### config.mk
export PLATFORM = sky130hd
export DESIGN_NAME = rx_byte_fifo
export DESIGN_NICKNAME = d
export VERILOG_FILES = /design/src/rtl/rx_byte_fifo.sv
export SDC_FILE = /design/constraint.sdc
export NUM_CORES = 1
export LEC_CHECK = 0
export BUFFER_PORTS_ARGS = -buffer_cell sky130_fd_sc_hd__buf_2
export CORE_MARGIN = 4
export CORE_UTILIZATION = 29
export DETAILED_ROUTE_END_ITERATION = 8
export SLEW_MARGIN = 10
export SYNTH_ARGS = -nofsm -noshare
export SYNTH_HDL_FRONTEND = slang
export SYNTH_SLANG_ARGS = --single-unit
### constraint.sdc
create_clock -name clk -period 3.7 [get_ports clk]
set_input_delay 0.74 -clock clk [delete_from_list [all_inputs] [get_ports clk]]
set_output_delay 0.74 -clock clk [all_outputs]
set_load 0.05 [all_outputs]
### src/rtl/rx_byte_fifo.sv
module rx_byte_fifo #(
  parameter int DEPTH = 32,
  parameter int DW    = 8,
  parameter int TW    = 5
) (
  input  logic          clk,
  input  logic          rst_n,
  input  logic          push_valid,
  input  logic [DW-1:0] push_data,
  input  logic [1:0]    reg_addr,
  input  logic          reg_rd,
  input  logic          reg_wr,
  input  logic [7:0]    reg_wdata,
  output logic [15:0]   reg_rdata,
  input  logic          irq_en,
  output logic          irq
);
  localparam int AW = $clog2(DEPTH);
  localparam int CW = $clog2(DEPTH + 1);
  localparam logic [1:0] A_DATA = 2'd0, A_THR = 2'd1, A_STAT = 2'd2;

  logic [DW-1:0] mem [DEPTH];
  logic [AW-1:0] rd_ptr, wr_ptr;
  logic [CW-1:0] count;
  logic [TW-1:0] thr;
  logic          ovf, udf;

  wire empty   = (count == '0);
  wire full    = (count == CW'(DEPTH));
  wire pop_req = reg_rd && reg_addr == A_DATA;
  wire pop     = pop_req && !empty;
  wire push    = push_valid && (!full || pop);
  wire stat_rd = reg_rd && reg_addr == A_STAT;
  wire trig    = count > CW'(thr);

  assign irq = trig && irq_en;

  always_comb begin
    reg_rdata = '0;
    case (reg_addr)
      A_DATA: if (!empty) reg_rdata = 16'(mem[rd_ptr]);
      A_STAT: reg_rdata = {ovf, udf, 6'(count), trig, 7'b0};
      default: reg_rdata = '0;
    endcase
  end

  always_ff @(posedge clk) begin
    if (push) mem[wr_ptr] <= push_data;
  end

  always_ff @(posedge clk or negedge rst_n) begin
    if (!rst_n) begin
      rd_ptr <= '0;
      wr_ptr <= '0;
      count  <= '0;
      thr    <= TW'(DEPTH - 1);
      ovf    <= 1'b0;
      udf    <= 1'b0;
    end else begin
      if (push) wr_ptr <= (wr_ptr == AW'(DEPTH - 1)) ? '0 : wr_ptr + 1'b1;
      if (pop)  rd_ptr <= (rd_ptr == AW'(DEPTH - 1)) ? '0 : rd_ptr + 1'b1;
      if (push && !pop)      count <= count + 1'b1;
      else if (pop && !push) count <= count - 1'b1;
      if (reg_wr && reg_addr == A_THR) thr <= reg_wdata[TW-1:0];
      if (push_valid && !push)  ovf <= 1'b1;
      else if (stat_rd)         ovf <= 1'b0;
      if (pop_req && empty)     udf <= 1'b1;
      else if (stat_rd)         udf <= 1'b0;
    end
  end
endmodule


==> impl_metrics.env <==
export IMPL_ys_ff_latch=279
export IMPL_grt_pass1_wl_um=36200
export IMPL_fin_crit_sh=0.973
export IMPL_holdWs_ns=0.162
export IMPL_synth_edff_count=256
export IMPL_relSlewSlack=0.578
export IMPL_outcome="finished clean"
export IMPL_cts_tree="done"
export IMPL_finalWorstSetupSlack_ns=0.0986
export IMPL_postRouteAntennaNets=0
export IMPL_yosysTopAreaCellShare=0.677
export IMPL_drv_cap=0
export IMPL_synth_cells=576
export IMPL_grtUsageTotal=0.111
export IMPL_drv_slew=0
export IMPL_ys_top_cells_by_count="edfxtp_1, mux4_2, nor2_1"
export IMPL_crit_type="reg2out"
export IMPL_drc=0
export IMPL_crit_arrival_ns=2.86
export IMPL_die_w_um=206
export IMPL_antenna_found_initial=1
export IMPL_netlist_top_cells_area="edfxtp_1, mux4_2, dfrtp_1"
export IMPL_min_period_ns=3.60
export IMPL_cp_slowest_cell="mux4_2"
export IMPL_area_growth_pct=17.8
export IMPL_synthMostInstantiatedCell="edfxtp_1"
export IMPL_vias_per_cell=4.64
export IMPL_syn_area_um2=11400
export IMPL_diodes=0
export IMPL_first_pass_iters=5
export IMPL_root_buffer="clkbuf_16"
export IMPL_rows=72
export IMPL_numCtsBuffers=27
export IMPL_htree_levels=1
export IMPL_hold_violations=0
export IMPL_crit_chain="buf_4, mux4_2, mux4_2, a22o_1, buf_2"
export IMPL_clkTransAtPathRegs_ns=0.07
export IMPL_overflow=0
export IMPL_vdd_ir_drop_max_mv=0.320
export IMPL_final_cells=1202
export IMPL_clock_sinks=279
export IMPL_ys_flop_type="edfxtp_1"
export IMPL_die_area_um2=42400
export IMPL_worstMarginPinSlew_ns=0.633
export IMPL_dpl_hpwl_um=15200
export IMPL_drive_above_1_share=0.320
export IMPL_fp_dieH_um=206
export IMPL_io_buffers=37
export IMPL_critPathLaunchType="flop"
export IMPL_io_pins=41
export IMPL_dp_slack_ns=0.245
export IMPL_vias=5575
export IMPL_gp_congestion=0.760
export IMPL_ys_types=44
export IMPL_async_reset_ff_frac=0.0824
export IMPL_synth_avg_cell_area_um2=19.7
export IMPL_finClkSkew_ns=0.0110
export IMPL_synth_top_area_cell="edfxtp_1"
export IMPL_grt_max_degree=33
export IMPL_synth_nets=618
export IMPL_crit_top_cell="mux4_2"
export IMPL_yosysSeqAreaShare=0.728
export IMPL_core_area_um2=38600
export IMPL_p_leak_nw=4.48
export IMPL_cp_slowest_stage_delay_ns=0.57
export IMPL_powerDensity_nw_per_um2=667
export IMPL_start_util=0.294
export IMPL_fmax_mhz=278
export IMPL_crit_path_end_kind="primary output"
export IMPL_synth_warnings=0
export IMPL_grt_pass1_vias=5725
export IMPL_clockBufferDepth=3
export IMPL_worstPathMaxFanout=9
export IMPL_insertion_delay_ns=0.54
export IMPL_num_nets_final=705
export IMPL_final_setup_tns_ns=0
export IMPL_wl_per_cell_um=19.6
export IMPL_totalWireLength_um=23500
export IMPL_setup_viol=0
export IMPL_drtIter0Drc=452
export IMPL_crit_required_ns=2.96
export IMPL_dp_cells=1150
export IMPL_min_path_type="in2async"
## path summary, 6_finish.rpt
path	startpoint	end	slack, ns	depth (start not counted)
min reg2reg	ovf	ovf	0.48	2
max in group asynchronous	rst_n	rd_ptr[0]	3.14	1
min	rst_n	count[2]	0.16	1
min in group clk	reg_wdata[0]	thr[0]	0.44	2
max reg2reg	count[0]	count[5]	0.41	13
max	rd_ptr[0]	reg_rdata[4]	0.1	5
## sequential cells by signal, summed over array words and instances (netlist names)
| register | flops |
|---|---|
| wr_ptr | 5 |
| thr | 5 |
| count | 6 |
| rd_ptr | 5 |
| mem | 256 |
| ovf | 1 |
| udf | 1 |
## worst max-delay path: cells and delay by family, from the launching register on
family                 cells  cell delay [ns]
muxes                      2             1.07
buffers and inverters      2             0.47
DFF                        1             0.47
AOI/OAI and AO/OA          1             0.30
## metal layers
layer  part of all wire  vias to the layer above  global-route usage
li1                   -                     2511                   -
met1               0.45                     2908               0.157
met2               0.49                      124               0.182
met3              0.047                       32              0.0176
met4              0.020                        0              0.0276
met5                  0                        -                   0
## cells in the final DEF (no fill, tap or decap), drive strengths merged, types with 7 or more instances in the layout
| cell | count |
|---|---|
| o21ai | 14 |
| edfxtp | 256 |
| mux2 | 8 |
| ha | 17 |
| nand2 | 21 |
| a21oi | 7 |
| clkbuf | 32 |
| a22o | 7 |
| mux4 | 77 |
| clkinv | 13 |
| dfrtp | 18 |
| nor2 | 44 |
| buf | 84 |
| inv | 15 |
## stage by stage
| stage | utilization | cell area, µm² | power [mW] |
|---|---|---|---|
| floorplan | - | 11400 | 5.49 |
| global placement | 0.322 | 12400 | 6.20 |
| detailed placement | 0.322 | 12400 | 6.24 |
| CTS | 0.346 | 13400 | 9.03 |
| global route | 0.346 | 13400 | 9.35 |
| finish | 0.346 | 13400 | 8.93 |
## cell type report
cell class / count / area [µm²]
multi-input cells: 256 / 2900
clock buffers: 32 / 694
well taps: 518 / 648
inverters: 15 / 56.3
clock inverters: 18 / 201
repair buffers: 84 / 596
flip-flops and latches: 279 / 8280
fillers: 3616 / 25300
## power breakdown
part           switching (mW)  internal, mW
Combinational            1.19          1.03
Clock                    1.15          1.63
Sequential              0.240          3.69
Total                    2.58          6.34
## logic make-up after synthesis
group / after synthesis / share of synthesized area
DFF: 279 / 0.728
and+or+nand+nor: 104 / 0.0434
adders and majority gates: 18 / 0.0205
AOI/OAI and AO/OA: 40 / 0.0229
muxes: 89 / 0.164
buffers and inverters: 41 / 0.0170
xor gates and xnor gates: 5 / 0.00386
## repair_timing
item | CTS | global route
gates cloned | 0 | 0
hold buffers | 0 | 0
setup buffers | 2 | 0
endpoints found under the setup margin | 8 | 1
resized for setup | 1 | 2
(Power assumes the default switching activity.)
